File: src/rtl/ccd_tg_pkg.sv
package ccd_tg_pkg;

    typedef enum logic [2:0] {
        ST_IDLE  = 3'd0,
        ST_PRE   = 3'd1,
        ST_GATE  = 3'd2,
        ST_POST  = 3'd3,
        ST_SHIFT = 3'd4
    } tg_state_e;

endpackage

File: src/rtl/ccd_tg_seq.sv
module ccd_tg_seq
    import ccd_tg_pkg::*;
#(
    parameter int CNT_W    = 16,
    parameter int HALF_REG = 12,
    parameter int PRE_CYC  = 3,
    parameter int GATE_CYC = 75,
    parameter int POST_CYC = 75,
    parameter int MIN_LINE = 5394,
    localparam int REG_PER  = 2 * HALF_REG,
    localparam int XFER_PER = 2 * REG_PER,
    localparam int PW       = $clog2(XFER_PER),
    localparam int GMAX1    = (PRE_CYC > GATE_CYC) ? PRE_CYC : GATE_CYC,
    localparam int GMAX     = (GMAX1 > POST_CYC) ? GMAX1 : POST_CYC,
    localparam int GW       = $clog2(GMAX + 1)
) (
    input  logic             clk,
    input  logic             rst_n,
    input  logic             start_i,
    input  logic [CNT_W-1:0] line_len_i,
    output tg_state_e        state_o,
    output logic [PW-1:0]    ph_o,
    output logic [CNT_W-1:0] pix_o,
    output logic             accept_o,
    output logic             gate_entry_o,
    output logic             post_entry_o
);

    localparam logic [GW-1:0]    PRE_LAST  = GW'(PRE_CYC - 1);
    localparam logic [GW-1:0]    GATE_LAST = GW'(GATE_CYC - 1);
    localparam logic [GW-1:0]    POST_LAST = GW'(POST_CYC - 1);
    localparam logic [PW-1:0]    PH_LAST   = PW'(XFER_PER - 1);
    localparam logic [CNT_W-1:0] LEN_MIN   = CNT_W'(MIN_LINE);

    typedef struct packed {
        tg_state_e        st;
        logic [GW-1:0]    gc;
        logic [PW-1:0]    ph;
        logic [CNT_W-1:0] pix;
        logic [CNT_W-1:0] len;
    } seq_t;

    seq_t seq_d, seq_q;
    logic accept;

    always_comb begin
        seq_d  = seq_q;
        accept = (seq_q.st == ST_IDLE) && start_i;
        unique case (seq_q.st)
            ST_IDLE: begin
                if (start_i) begin
                    seq_d.st  = ST_PRE;
                    seq_d.gc  = '0;
                    seq_d.len = (line_len_i < LEN_MIN) ? LEN_MIN : line_len_i;
                end
            end
            ST_PRE: begin
                if (seq_q.gc == PRE_LAST) begin
                    seq_d.st = ST_GATE;
                    seq_d.gc = '0;
                end else begin
                    seq_d.gc = seq_q.gc + 1'b1;
                end
            end
            ST_GATE: begin
                if (seq_q.gc == GATE_LAST) begin
                    seq_d.st = ST_POST;
                    seq_d.gc = '0;
                end else begin
                    seq_d.gc = seq_q.gc + 1'b1;
                end
            end
            ST_POST: begin
                if (seq_q.gc == POST_LAST) begin
                    seq_d.st  = ST_SHIFT;
                    seq_d.gc  = '0;
                    seq_d.ph  = '0;
                    seq_d.pix = '0;
                end else begin
                    seq_d.gc = seq_q.gc + 1'b1;
                end
            end
            ST_SHIFT: begin
                if (seq_q.ph == PH_LAST) begin
                    seq_d.ph = '0;
                    if (seq_q.pix == seq_q.len - 1'b1) begin
                        seq_d.st  = ST_IDLE;
                        seq_d.pix = '0;
                    end else begin
                        seq_d.pix = seq_q.pix + 1'b1;
                    end
                end else begin
                    seq_d.ph = seq_q.ph + 1'b1;
                end
            end
            default: seq_d.st = ST_IDLE;
        endcase
    end

    always_ff @(posedge clk or negedge rst_n) begin
        if (!rst_n) begin
            seq_q <= '{st: ST_IDLE, gc: '0, ph: '0, pix: '0, len: LEN_MIN};
        end else begin
            seq_q <= seq_d;
        end
    end

    assign state_o      = seq_q.st;
    assign ph_o         = seq_q.ph;
    assign pix_o        = seq_q.pix;
    assign accept_o     = accept;
    assign gate_entry_o = (seq_q.st == ST_GATE) && (seq_q.gc == '0);
    assign post_entry_o = (seq_q.st == ST_POST) && (seq_q.gc == '0);

    // the pixel index never runs past the captured line length
    a_r7_pix_in_line: assert property (@(posedge clk) disable iff (!rst_n)
        (seq_q.st == ST_SHIFT) |-> (seq_q.pix < seq_q.len));

    // the captured length never drops below the minimum
    a_r7_len_floor: assert property (@(posedge clk) disable iff (!rst_n)
        (seq_q.st != ST_IDLE) |-> (seq_q.len >= LEN_MIN));

    // a trigger while busy leaves the sequence untouched
    a_r9_busy_ignores_start: assert property (@(posedge clk) disable iff (!rst_n)
        (seq_q.st == ST_GATE) |=> (seq_q.st inside {ST_GATE, ST_POST}));

endmodule

File: src/rtl/ccd_tg_clkgen.sv
module ccd_tg_clkgen
    import ccd_tg_pkg::*;
#(
    parameter int HALF_REG = 12,
    parameter int FDR_W    = 2,
    localparam int REG_PER  = 2 * HALF_REG,
    localparam int XFER_PER = 2 * REG_PER,
    localparam int PW       = $clog2(XFER_PER)
) (
    input  logic          clk,
    input  logic          rst_n,
    input  tg_state_e     state_i,
    input  logic [PW-1:0] ph_i,
    input  logic          post_entry_i,
    output logic          gate_o,
    output logic          xa_o,
    output logic          ra_o,
    output logic          fdr_o,
    output logic          line_start_o,
    output logic          busy_o
);

    localparam logic [PW-1:0] REG_P = PW'(REG_PER);
    localparam logic [PW-1:0] HALF  = PW'(HALF_REG);
    localparam logic [PW-1:0] FDRW  = PW'(FDR_W);

    typedef struct packed {
        logic gate;
        logic xa;
        logic ra;
        logic fdr;
        logic ls;
        logic busy;
    } clk_t;

    clk_t clk_d, clk_q;
    logic          shift;
    logic [PW-1:0] sub;

    always_comb begin
        shift      = (state_i == ST_SHIFT);
        sub        = (ph_i >= REG_P) ? (ph_i - REG_P) : ph_i;
        clk_d.gate = (state_i == ST_GATE);
        clk_d.xa   = shift ? (ph_i >= REG_P) : 1'b1;
        clk_d.ra   = shift && (sub < HALF);
        clk_d.fdr  = shift && (sub < FDRW);
        clk_d.ls   = post_entry_i;
        clk_d.busy = (state_i != ST_IDLE);
    end

    always_ff @(posedge clk or negedge rst_n) begin
        if (!rst_n) begin
            clk_q <= '{gate: 1'b0, xa: 1'b1, ra: 1'b0, fdr: 1'b0, ls: 1'b0, busy: 1'b0};
        end else begin
            clk_q <= clk_d;
        end
    end

    assign gate_o       = clk_q.gate;
    assign xa_o         = clk_q.xa;
    assign ra_o         = clk_q.ra;
    assign fdr_o        = clk_q.fdr;
    assign line_start_o = clk_q.ls;
    assign busy_o       = clk_q.busy;

    // the transfer clock is held high and steady under the gate
    a_r4_gate_holds_xfer: assert property (@(posedge clk) disable iff (!rst_n)
        clk_q.gate |-> (clk_q.xa && $stable(clk_q.xa)));

    // the transfer clock is still high as the gate falls
    a_r5_hold_after_gate: assert property (@(posedge clk) disable iff (!rst_n)
        $fell(clk_q.gate) |-> clk_q.xa);

    // the reset pulse sits inside the register clock high half
    a_r6_pulse_in_high: assert property (@(posedge clk) disable iff (!rst_n)
        clk_q.fdr |-> clk_q.ra);

    // line start marks the gate fall
    a_r8_ls_on_fall: assert property (@(posedge clk) disable iff (!rst_n)
        clk_q.ls |-> $fell(clk_q.gate));

    // the gate only rises while a line is in progress
    a_r4_gate_in_busy: assert property (@(posedge clk) disable iff (!rst_n)
        $rose(clk_q.gate) |-> clk_q.busy);

endmodule

File: src/rtl/ccd_tg_shutter.sv
module ccd_tg_shutter
    import ccd_tg_pkg::*;
#(
    parameter int CNT_W     = 16,
    parameter int HALF_REG  = 12,
    parameter int EFF_FIRST = 41,
    parameter int EFF_LAST  = 5390,
    localparam int XFER_PER = 4 * HALF_REG,
    localparam int PW       = $clog2(XFER_PER)
) (
    input  logic             clk,
    input  logic             rst_n,
    input  logic             accept_i,
    input  logic [CNT_W-1:0] pos_i,
    input  logic             gate_entry_i,
    input  tg_state_e        state_i,
    input  logic [PW-1:0]    ph_i,
    input  logic [CNT_W-1:0] pix_i,
    output logic             shut_o
);

    localparam logic [CNT_W-1:0] WIN_LO  = CNT_W'(EFF_FIRST);
    localparam logic [CNT_W-1:0] WIN_HI  = CNT_W'(EFF_LAST);
    localparam logic [CNT_W-1:0] WIN_OUT = CNT_W'(EFF_LAST + 1);

    typedef struct packed {
        logic [CNT_W-1:0] tgt;
        logic             shut;
    } sh_t;

    sh_t  sh_d, sh_q;
    logic in_win_req;
    logic in_win_now;

    always_comb begin
        sh_d       = sh_q;
        in_win_req = (pos_i >= WIN_LO) && (pos_i <= WIN_HI);
        in_win_now = (state_i == ST_SHIFT) && (pix_i >= WIN_LO) && (pix_i <= WIN_HI);
        if (accept_i) begin
            sh_d.tgt = in_win_req ? WIN_OUT : pos_i;
        end
        if (gate_entry_i) begin
            sh_d.shut = 1'b1;
        end else if ((state_i == ST_SHIFT) && (ph_i == '0) && (pix_i == sh_q.tgt)) begin
            sh_d.shut = 1'b0;
        end
    end

    always_ff @(posedge clk or negedge rst_n) begin
        if (!rst_n) begin
            sh_q <= '{tgt: '0, shut: 1'b0};
        end else begin
            sh_q <= sh_d;
        end
    end

    assign shut_o = sh_q.shut;

    // no shutter edge while effective pixels are moving
    a_r11_window_stable: assert property (@(posedge clk) disable iff (!rst_n)
        in_win_now |=> $stable(sh_q.shut));

    // the shutter is high once the gate has been entered
    a_r10_rise_with_gate: assert property (@(posedge clk) disable iff (!rst_n)
        gate_entry_i |=> sh_q.shut);

    // a captured target never points into the window
    a_r11_target_outside: assert property (@(posedge clk) disable iff (!rst_n)
        (state_i != ST_IDLE) |-> !((sh_q.tgt >= WIN_LO) && (sh_q.tgt <= WIN_HI)));

endmodule

File: src/rtl/ccd_timing_gen.sv
module ccd_timing_gen
    import ccd_tg_pkg::*;
#(
    parameter int CNT_W     = 16,
    parameter int N_COLOR   = 3,
    parameter int HALF_REG  = 12,
    parameter int FDR_W     = 2,
    parameter int PRE_CYC   = 3,
    parameter int GATE_CYC  = 75,
    parameter int POST_CYC  = 75,
    parameter int MIN_LINE  = 5394,
    parameter int EFF_FIRST = 41,
    parameter int EFF_LAST  = 5390,
    localparam int XFER_PER = 4 * HALF_REG,
    localparam int PW       = $clog2(XFER_PER)
) (
    input  logic                            clk,
    input  logic                            rst_n,
    input  logic                            start_i,
    input  logic [CNT_W-1:0]                line_len_i,
    input  logic [N_COLOR-1:0][CNT_W-1:0]   shut_pos_i,
    output logic                            gate_o,
    output logic                            xa_o,
    output logic                            xb_o,
    output logic                            xa_last_o,
    output logic                            xa_last2_o,
    output logic                            xb_last_o,
    output logic                            ra_o,
    output logic                            rb_o,
    output logic                            fdr_o,
    output logic [N_COLOR-1:0]              shut_o,
    output logic                            line_start_o,
    output logic                            busy_o
);

    tg_state_e        state;
    logic [PW-1:0]    ph;
    logic [CNT_W-1:0] pix;
    logic             accept;
    logic             gate_entry;
    logic             post_entry;
    logic             xa;
    logic             ra;

    ccd_tg_seq #(
        .CNT_W    (CNT_W),
        .HALF_REG (HALF_REG),
        .PRE_CYC  (PRE_CYC),
        .GATE_CYC (GATE_CYC),
        .POST_CYC (POST_CYC),
        .MIN_LINE (MIN_LINE)
    ) u_seq (
        .clk          (clk),
        .rst_n        (rst_n),
        .start_i      (start_i),
        .line_len_i   (line_len_i),
        .state_o      (state),
        .ph_o         (ph),
        .pix_o        (pix),
        .accept_o     (accept),
        .gate_entry_o (gate_entry),
        .post_entry_o (post_entry)
    );

    ccd_tg_clkgen #(
        .HALF_REG (HALF_REG),
        .FDR_W    (FDR_W)
    ) u_clk (
        .clk          (clk),
        .rst_n        (rst_n),
        .state_i      (state),
        .ph_i         (ph),
        .post_entry_i (post_entry),
        .gate_o       (gate_o),
        .xa_o         (xa),
        .ra_o         (ra),
        .fdr_o        (fdr_o),
        .line_start_o (line_start_o),
        .busy_o       (busy_o)
    );

    for (genvar c = 0; c < N_COLOR; c++) begin : g_shut
        ccd_tg_shutter #(
            .CNT_W     (CNT_W),
            .HALF_REG  (HALF_REG),
            .EFF_FIRST (EFF_FIRST),
            .EFF_LAST  (EFF_LAST)
        ) u_sh (
            .clk          (clk),
            .rst_n        (rst_n),
            .accept_i     (accept),
            .pos_i        (shut_pos_i[c]),
            .gate_entry_i (gate_entry),
            .state_i      (state),
            .ph_i         (ph),
            .pix_i        (pix),
            .shut_o       (shut_o[c])
        );
    end

    assign xa_o       = xa;
    assign xb_o       = ~xa;
    assign xa_last_o  = xa;
    assign xa_last2_o = xa;
    assign xb_last_o  = ~xa;
    assign ra_o       = ra;
    assign rb_o       = ~ra;

endmodule

File: config.mk
export PLATFORM = sky130hd
export DESIGN_NAME = ccd_timing_gen
export DESIGN_NICKNAME = d
export VERILOG_FILES = /design/src/rtl/ccd_tg_pkg.sv /design/src/rtl/ccd_tg_seq.sv /design/src/rtl/ccd_tg_clkgen.sv /design/src/rtl/ccd_tg_shutter.sv /design/src/rtl/ccd_timing_gen.sv
export SDC_FILE = /design/constraint.sdc
export NUM_CORES = 1
export LEC_CHECK = 0
export ABC_AREA = 1
export BUFFER_PORTS_ARGS = -buffer_cell sky130_fd_sc_hd__buf_2
export CORE_MARGIN = 2
export CORE_UTILIZATION = 36
export CTS_CLUSTER_DIAMETER = 80
export DETAILED_ROUTE_END_ITERATION = 7
export PLACE_DENSITY_LB_ADDON = 0.15
export SKIP_LAST_GASP = 1
export SYNTH_ARGS = -nofsm -noshare
export SYNTH_HDL_FRONTEND = slang
export SYNTH_SLANG_ARGS = --single-unit
File: constraint.sdc
create_clock -name clk -period 5.1 [get_ports clk]
set_input_delay 1.02 -clock clk [delete_from_list [all_inputs] [get_ports clk]]
set_output_delay 1.02 -clock clk [all_outputs]
set_load 0.01 [all_outputs]
Yosys cells after proc, flatten, opt, wreduce, memory -nomap -nowiden
Cells that the tools add are included.

storage, ports and cells
  bits in registers = 105
  output and inout port bits = 14
  word-level logic and storage cells = 105

operators by class
  add/sub/neg operators = 5
  magnitude comparators = 10
  equality and inequality tests = 17
  mux-type cells = 27
  bitwise operators = 2
  reductions and logical operators = 27

operator list
  kind                                                                                  number
  16-bit 2-to-1 mux                                                                     6
  16-bit equality test                                                                  4
  16-bit by 6-bit greater-or-equal comparator with 1-bit output, second input constant  3
  16-bit by 13-bit less-or-equal comparator with 1-bit output, second input constant    3
  22-bit one-hot mux with 2 select lines                                                1
  22-bit 2-to-1 mux                                                                     1
  7-bit one-hot mux with 3 select lines                                                 1
  16-bit by 1-bit adder with 16-bit output, second input constant                       1
  16-bit by 13-bit < comparator with 1-bit output, second input constant                1
  16-bit by 1-bit subtractor with 16-bit output, second input constant                  1
  3-bit 2-to-1 mux                                                                      5
  3-bit one-hot mux with 5 select lines                                                 1
  7-bit 2-to-1 mux                                                                      2
  1-bit logical AND                                                                     12
  6-bit 2-to-1 mux                                                                      2
  10-bit 2-to-1 mux                                                                     1
  2-bit != test, second input constant                                                  4
  2-bit nonzero test                                                                    4
  7-bit by 1-bit adder with 7-bit output, second input constant                         1
  7-bit by 2-bit equality test with 1-bit output, second input constant                 1
  7-bit equality test, second input constant                                            1
  7-bit logical NOT                                                                     1
  1-bit 2-to-1 mux                                                                      7
  6-bit by 1-bit adder with 6-bit output, second input constant                         1
  17 further kinds                                                                      23

Longest topological paths before layout
Gate-level depths: netlist of run 1.

  word-level depth = 5
  gate-level depth with buffers = 17
  gate-level depth less buffers = 16

By module
Synthesis of run 1 repeated with hierarchy kept, for this count alone.

second synthesis, totals
  cells, all modules = 1060
  area total of the unflattened synthesis = 7203.2 µm²

by module, submodules not included
  module          times used  cells an instance  area an instance (µm²)
  ccd_tg_shutter  3           189                1169.9
  ccd_tg_seq      1           452                3389.5
  ccd_tg_clkgen   1           36                 274.0
  ccd_timing_gen  1           5                  30.0

Worst setup path after synthesis of run 1
OpenSTA, ideal clock, no wires.

  path type = input -> register
  start point = input shut_pos_i[2] (netlist name)
  end point = register g_shut[0].u_sh.sh_q[4] (netlist name)
  library setup time = 145 ps
  arrival time = 1983 ps
  slack = 2971 ps
  stages on the path = 6
  path buffers = 1
  path through = o31a_1 -> o21ai_0 -> nand4_1 -> nand3_1 -> clkbuf_1 -> a22oi_1

between the ends
  word-level cells in the longest chain between the ends = 3
  elaborated cells on any way between the ends = 4
  those cells by class = 2 x order compare; 1 x mux; 1 x reduce/logical

ends and longest elaborated chain
  item                                                                                                                                          RTL line              RTL
  start, declared                                                                                                                               ccd_timing_gen.sv:21  input logic [N_COLOR-1:0][CNT_W-1:0] shut_pos_i,
  16-bit by 6-bit greater-or-equal comparator with 1-bit output or 16-bit by 13-bit less-or-equal comparator with 1-bit output (tied branches)  ccd_tg_shutter.sv:37  in_win_req = (pos_i >= WIN_LO) && (pos_i <= WIN_HI);
  1-bit logical AND *                                                                                                                           ccd_tg_shutter.sv:37
  16-bit 2-to-1 mux *                                                                                                                           ccd_tg_shutter.sv:40  sh_d.tgt = in_win_req ? WIN_OUT : pos_i;
  end signal, assigned                                                                                                                          ccd_tg_shutter.sv:51  sh_q <= '{tgt: '0, shut: 1'b0};
  end, declared                                                                                                                                 ccd_tg_shutter.sv:31  sh_t sh_d, sh_q;

Mark *: on every way between the ends. The rest lies on a longest branch, timed or not.
A chain may end at the register's enable or synchronous reset.

Worst setup path in the final report of run 1
  start point = register u_seq.seq_q[0] (netlist name)
  end point = register u_seq.seq_q (netlist bit u_seq.state_o[0])

between the ends
  word-level cells in the longest chain between the ends = 4

ends and longest elaborated chain
  item                                           RTL line           RTL
  start, declared                                ccd_tg_seq.sv:43   seq_t seq_d, seq_q;
  start signal, assigned                         ccd_tg_seq.sv:102  seq_q <= '{st: ST_IDLE, gc: '0, ph: '0, pix: '0, len: LEN_MIN};
  start signal, assigned                         ccd_tg_seq.sv:104  seq_q <= seq_d;
  16-bit by 1-bit subtractor with 16-bit output  ccd_tg_seq.sv:86   if (seq_q.pix == seq_q.len - 1'b1) begin
  16-bit equality test                           ccd_tg_seq.sv:86
  2-bit != test (no source line)                 -
  6-bit AND reduction (no source line)           -

Every way passes these cells.

==> impl_results.md, run 1 <==
- EDFF count, synth: 0
- Layout Cells excl Fill: 1120
- Diode count: 0
- Critical Path Sink Type: flop
- Total GRT Usage: 0.183
- Wire length per cell: 14.3 um
- CTS buffer count: 9
- Gpl congestion: 0.820
- CP Launch Type: flop
- Status: complete, no violations
- PostCTS Resize Cnt: 0
- Cell Rows: 48
- Post-layout net count: 964
- Hold Vio Cnt, Final: 0
- Arr. time, crit path: 2.68 ns
- Worst Skew: 0.00525 ns
- Setup bufs post-CTS: 0
- Htree depth: 3
- Leading cell type in the layout, fill and taps excluded: nand2_1
- Fin crit period: 2.43 ns
- Die area: 0.0188 mm^2
- Leading area contributor after synthesis: dfrtp_1
- Clock root buffer: clkbuf_16
- Mapped Area: 0.00638 mm^2
- Multi-input logic area: 0.00317 mm^2
- Post-synthesis mux area share: 0
- XOR/XNOR share of the synthesized area: 0.0755
- First-pass GRT wire length: 26.6 mm
- Via Count: 5410
- Register area share after synthesis: 0.413
- Drt total wl: 16.0 mm
- DRC viols: 0
- HPWL after detailed placement: 11.8 mm
- Port Buffers: 80
- Post-Syn Instances: 837
- Num ports: 81
- Final Setup Violations: 0
- Die Wd: 137 um
- Initial antenna violation count: 0
- Most frequent cell on the critical path: nand2_1
- Most frequent cells in the layout: nand2_1 (200), dfrtp_1 (99), nor2_1 (86)
- Number of global-route vias before repair: 5042
- Seq cells post-synth: 105
- VDD IR-drop max: 156 uV
- Layout cells sized above 1: 0.159
- Clock Path Buffers: 2
- Leakage: 0.00345 uW
- Type of the worst min-delay path: flop to flop
- Starting Density: 0.369
- Synth cell types: 45
- Number of max-cap violations: 0
- Via-to-Cell Ratio: 4.83
- Crit path kind: flop to flop
- Sum of negative setup slack: 0 ns
- Reg area: 0.00264 mm^2
- Final hold slack: 0.460 ns
- Main combinational cell family by area after synthesis: simple AND/OR/NAND/NOR gates
- CP Cell Sequence: inv_2 > ha_1 > nand3_2 > nor2_4 > nand2_1 > nand2_1 > nand2_1 > nor2_1 > nand2_1 > nor2_1 > nand2_1 > nand2_2 > nand2_2 > nand2_1 > nand2_1
- Area Growth Syn to Fin: 12.4%
- Post-CTS Hold Buffers: 0
- Syn Area/Cell: 7.62 um^2
- Compound-gate portion of the synthesized area: 0.106
- Synth Area in Simple Gates: 0.300
- Largest stage delay, worst path: 0.41 ns
- Post-route ant nets: 0
- Adder-cell area share of the yosys netlist: 0.0137
- TritonCTS clock tree: built
- Core ar.: 0.0173 mm^2
- Pre-Repair DR Iteration Count: 5
- Clock insertion delay at the later pin of the skew report: 0.36 ns
- Ys Warns: 0
- Pwr dens: 245 mW/mm^2
- Max FO, Critical Path: 20
- Fill count: 1836
- Largest net degree at the start of global routing: 79
- Die height: 137 um
- Critical-path top delay cell: dfrtp_1
- Synth area leaders: dfrtp_1 (39%), nand2_1 (12%), nor2_1 (5.1%), nand3_1 (5.0%), inv_1 (5.0%)
- Crit share post-route: 0.477
- Total gr overflow: 0
- Post-synth net total: 911
- Max Slew Vio Count: 0
- FFs w/ async S/R, synth: 1.00
- Initial DRC Count: 324
- Max frequency: 0.411 GHz
- Dpl cells: 1104
- CTS sink count: 105
- Unrepaired setup endpoints after global routing: no
- Synth Flop Type: dfrtp_1
- Worst-Margin Slew: 1.02 ns
- CTS clk-pin slew, worst paths: 0.07 ns
- WP data required: 5.35 ns
- Slew headroom: 0.321
- Top cell type's share of synthesized area: 0.388
-- power breakdown --
part	internal (uW)	switching [uW]	total, uW
Sequential	865	28.7	893
Clock	393	319	712
Combinational	66.8	85.7	152
-- cell families (layout without fill, tap and decap cells) --
kind of cell / Yosys count / count (layout)
flops: 105 / 105
xor+xnor: 55 / 55
fa+ha+maj: 7 / 7
simple gates: 430 / 430
compound gates: 105 / 105
buf+inv: 135 / 193
-- sequential cells by signal, indices dropped and copies added (netlist names) --
register and cells:
g_shut.u_sh.sh_q 48, u_seq.seq_q 23, u_seq.pix_o 16, u_seq.ph_o 6
g_shut.u_sh.shut_o 3, u_seq.state_o 3, u_clk.busy_o 1, u_clk.fdr_o 1
u_clk.gate_o 1, u_clk.line_start_o 1, u_clk.ra_o 1, u_clk.xa_o 1
-- metrics by stage --
step	power, uW	instance area (um^2)	worst slack [ns]	util
finish	1760	7170	2.67	0.415
CTS	1790	7170	2.61	0.415
floorplan	985	6380	2.97	-
detailed placement	1060	6870	2.43	0.397
global placement	1060	6870	2.47	0.397
global route	1840	7170	2.39	0.415
-- Yosys cell counts, types with 6 or more instances --
master and number:
clkbuf_1 13, nor3_1 24, inv_1 85, o21ai_0 34
nor2_1 86, dfrtp_1 99, ha_1 7, a22oi_1 6
nand4_1 19, xnor2_1 26, nand3b_1 6, buf_2 16
a21oi_1 24, or2_2 10, buf_4 9, dfstp_2 6
xor2_1 29, nand3_1 64, a2bb2oi_1 18, nand2_1 200
-- worst max-delay path: cells and delay by family (launching register included) --
family	cells	cell delay (ns)
buffers and inverters	1	0.12
adder cells (fa/ha/maj)	1	0.22
AND/OR/NAND/NOR	13	1.56
flip-flops	1	0.41
-- final timing paths --
check                               start  cells after the start                to  slack [ns]
max reg2reg                u_seq.seq_q[0]                     15  u_seq.state_o[0]        2.67
min                         u_seq.ph_o[4]                      1     u_seq.ph_o[4]        0.46
min in group asynchronous           rst_n                      1   u_seq.seq_q[42]        0.83
max in group asynchronous           rst_n                      2   u_seq.seq_q[13]        3.28
max                        u_seq.seq_q[0]                     15  u_seq.state_o[0]        2.67
min reg2reg                 u_seq.ph_o[4]                      1     u_seq.ph_o[4]        0.46
-- final cells by class --
| type | instances | area share |
|---|---|---|
| multi-input combinational | 597 | 0.441 |
| clock inverter | 5 | 0.00768 |
| sequential | 105 | 0.367 |
| tap | 225 | 0.0393 |
| timing repair buffer | 85 | 0.0614 |
| clock buffer | 11 | 0.0339 |
| inverter | 92 | 0.0489 |
-- metal layers --
layer	part of all wire	track usage
met1	0.53	0.275
met2	0.42	0.270
met3	0.044	0.0393
met4	0.0079	0.0361
met5	0	0
Note: power is estimated with default switching activity, not from simulation.
==> run 2: changes to the inputs <==
clock period = 2.5 ns   (was 5.1 ns; I/O delays follow)
==> impl_results.md, run 2 (synthesis results as in run 1) <==
- Fin crit period: 2.10 ns (-0.332 ns)
- Final Util: 0.420 (+0.00564)
- CP Launch Type: flop
- Die Wd: 137 um (unchanged)
- Layout cells sized above 1: 0.169 (+0.00984)
- Max FO, Critical Path: 20 (unchanged)
- WP data required: 2.74 ns (-2.61 ns)
- Leading cell type in the layout, fill and taps excluded: nand2_1
- Most frequent cells in the layout: nand2_1 (200), dfrtp_1 (99), nor2_1 (86)
- DRC viols: 0 (unchanged)
- Final hold slack: 0.113 ns (-0.347 ns)
- Max Slew Vio Count: 0 (unchanged)
- Setup bufs post-CTS: 0 (unchanged)
- R2R cell count: 15 (unchanged)
- CTS sink count: 105 (unchanged)
- Starting Density: 0.369 (unchanged)
- CP Capture Point: u_seq.state_o[2]
- Pwr dens: 476 mW/mm^2 (+94%)
- Core ar.: 0.0173 mm^2 (unchanged)
- Clock group share of total power: 0.382 (-0.023)
- Max reg flops: 48 (unchanged)
- Num ports: 81 (unchanged)
- Area Growth Syn to Fin: 13.9%
- Leakage: 0.00350 uW (+1.6%)
- Htree depth: 3 (unchanged)
- Pint: 2590 uW (+95%)
- Number of max-cap violations: 0 (unchanged)
- Worst Skew: 0.0108 ns (+0.00557 ns)
- Via Count: 5434 (+0.44%)
- Clock Path Buffers: 2 (unchanged)
- Post-layout net count: 977 (+1.3%)
- CP Launch Point: u_seq.seq_q[0]
- Initial antenna violation count: 0 (unchanged)
- Register-to-register setup slack: 0.40 ns (-2.27 ns)
- Initial DRC Count: 312 (-3.7%)
- Critical R2R Launch: u_seq.seq_q[0]
- Dpl cells: 1117 (+1.2%)
- First-pass GRT wire length: 26.6 mm (+0.28%)
- Port Buffers: 80 (unchanged)
- Combinational Power Share: 0.092 (+0.005)
- Sw Share: 0.253 (+0.00603)
- Cell Rows: 48 (unchanged)
- Status: complete, no violations
- HPWL after detailed placement: 12.1 mm (+2.6%)
- Diode count: 0 (unchanged)
- Unrepaired setup endpoints after global routing: no
- Post-CTS Hold Buffers: 0 (unchanged)
- CTS buffer count: 9 (unchanged)
- CTS clk-pin slew, worst paths: 0.07 ns (about the same)
- Via-to-Cell Ratio: 4.80 (-0.71%)
- VDD IR-drop max: 368 uV (+140%)
- Arr. time, crit path: 2.34 ns (-0.34 ns)
- Pre-Repair DR Iteration Count: 5 (unchanged)
- Sequential share of power: 0.527 (+0.019)
- Crit path kind: flop to flop
- Final Setup Violations: 0 (unchanged)
- Crit share post-route: 0.839 (+0.363)
- Die height: 137 um (unchanged)
- Sum of negative setup slack: 0 ns (unchanged)
- Largest net degree at the start of global routing: 69 (-13%)
- Total gr overflow: 0 (unchanged)
- Type of the worst min-delay path: input port to asynchronous set/reset pin
- Gpl congestion: 0.816 (-0.46%)
- Critical Path Sink Type: flop
- Total GRT Usage: 0.182 (-0.000987)
- Top reg by flops: g_shut.u_sh.sh_q
- TritonCTS clock tree: built
- Worst-Margin Slew: 1.04 ns (+0.0171 ns)
- Post-route ant nets: 0 (unchanged)
- Wire length per cell: 14.1 um (-1.4%)
- Die area: 0.0188 mm^2 (unchanged)
- Drt total wl: 16.0 mm (-0.23%)
- Clock root buffer: clkbuf_16
- Max frequency: 0.477 GHz (+16%)
- Slew headroom: 0.309 (-0.0124)
- Hold Vio Cnt, Final: 0 (unchanged)
- Layout Cells excl Fill: 1133 (+1.2%)
- Clock insertion delay at the later pin of the skew report: 0.35 ns (about the same)
- Number of global-route vias before repair: 5174 (+2.6%)
- P_sw: 875 uW (+100%)
- Worst reg2reg path endpoint: u_seq.state_o[2]
[run 2: worst min-delay path by stage]
stage	start	to	cells after the start
after detailed placement	u_seq.ph_o[4]	u_seq.ph_o[4]	1
final	rst_n	g_shut[2].u_sh.sh_q[6]	1
after global routing	rst_n	g_shut[2].u_sh.sh_q[6]	1
after CTS	rst_n	g_shut[2].u_sh.sh_q[6]	1
after floorplan	rst_n	g_shut[0].u_sh.sh_q[10]	0
after global placement	u_seq.ph_o[4]	u_seq.ph_o[4]	1
[run 2: per-layer routing]
layer / wire (um) / track usage
met5: 0 / 0
met4: 237 / 0.0556
met3: 576 / 0.0230
met2: 6750 / 0.269
met1: 8440 / 0.274
[run 2: worst max-delay path, cell delays in order, from the launching register on]
cell     delay, ns
dfrtp_1       0.40
inv_2         0.11
ha_1          0.21
nand3_2       0.16
nor2_4        0.18
nand2_1       0.07
nand2_1       0.06
nand2_1       0.05
nor2_1        0.07
nand2_1       0.05
nor2_1        0.10
nand2_1       0.09
nand2_4       0.23
nand2_2       0.08
nand2_1       0.06
nand2_1       0.05
[run 2: power groups by stage]
stage / clock network, uW / registers (uW) / logic (uW)
2_1_floorplan: 0 / 1840 / 173
3_3_place_gp: 0 / 1850 / 321
3_5_place_dp: 0 / 1850 / 323
4_1_cts: 1380 / 1820 / 325
5_1_grt: 1430 / 1830 / 368
6_report: 1320 / 1820 / 317
[run 2: final cells by class]
cell class | count | area (um^2)
clock buffers | 12 | 236
clock inverters | 4 | 31.3
fillers | 1852 | 10000
inverters | 92 | 350
multi-input cells | 597 | 3170
flip-flops and latches | 105 | 2640
well taps | 225 | 282
repair buffers | 98 | 563
[run 2: timing repair]
action / in CTS / in global routing
setup endpoints to repair: 0 / 2
resized for setup: 0 / 1
endpoints found under the hold margin: 0 / 0
[run 2: metrics by stage]
step           setup WS (ns)  cell area [um^2]  power, uW
4_1_cts                0.268              7260       3520
3_5_place_dp           0.278              7000       2180
3_3_place_gp           0.305              7000       2170
6_report               0.402              7270       3460
2_1_floorplan          0.663              6380       2010
5_1_grt                0.128              7270       3630
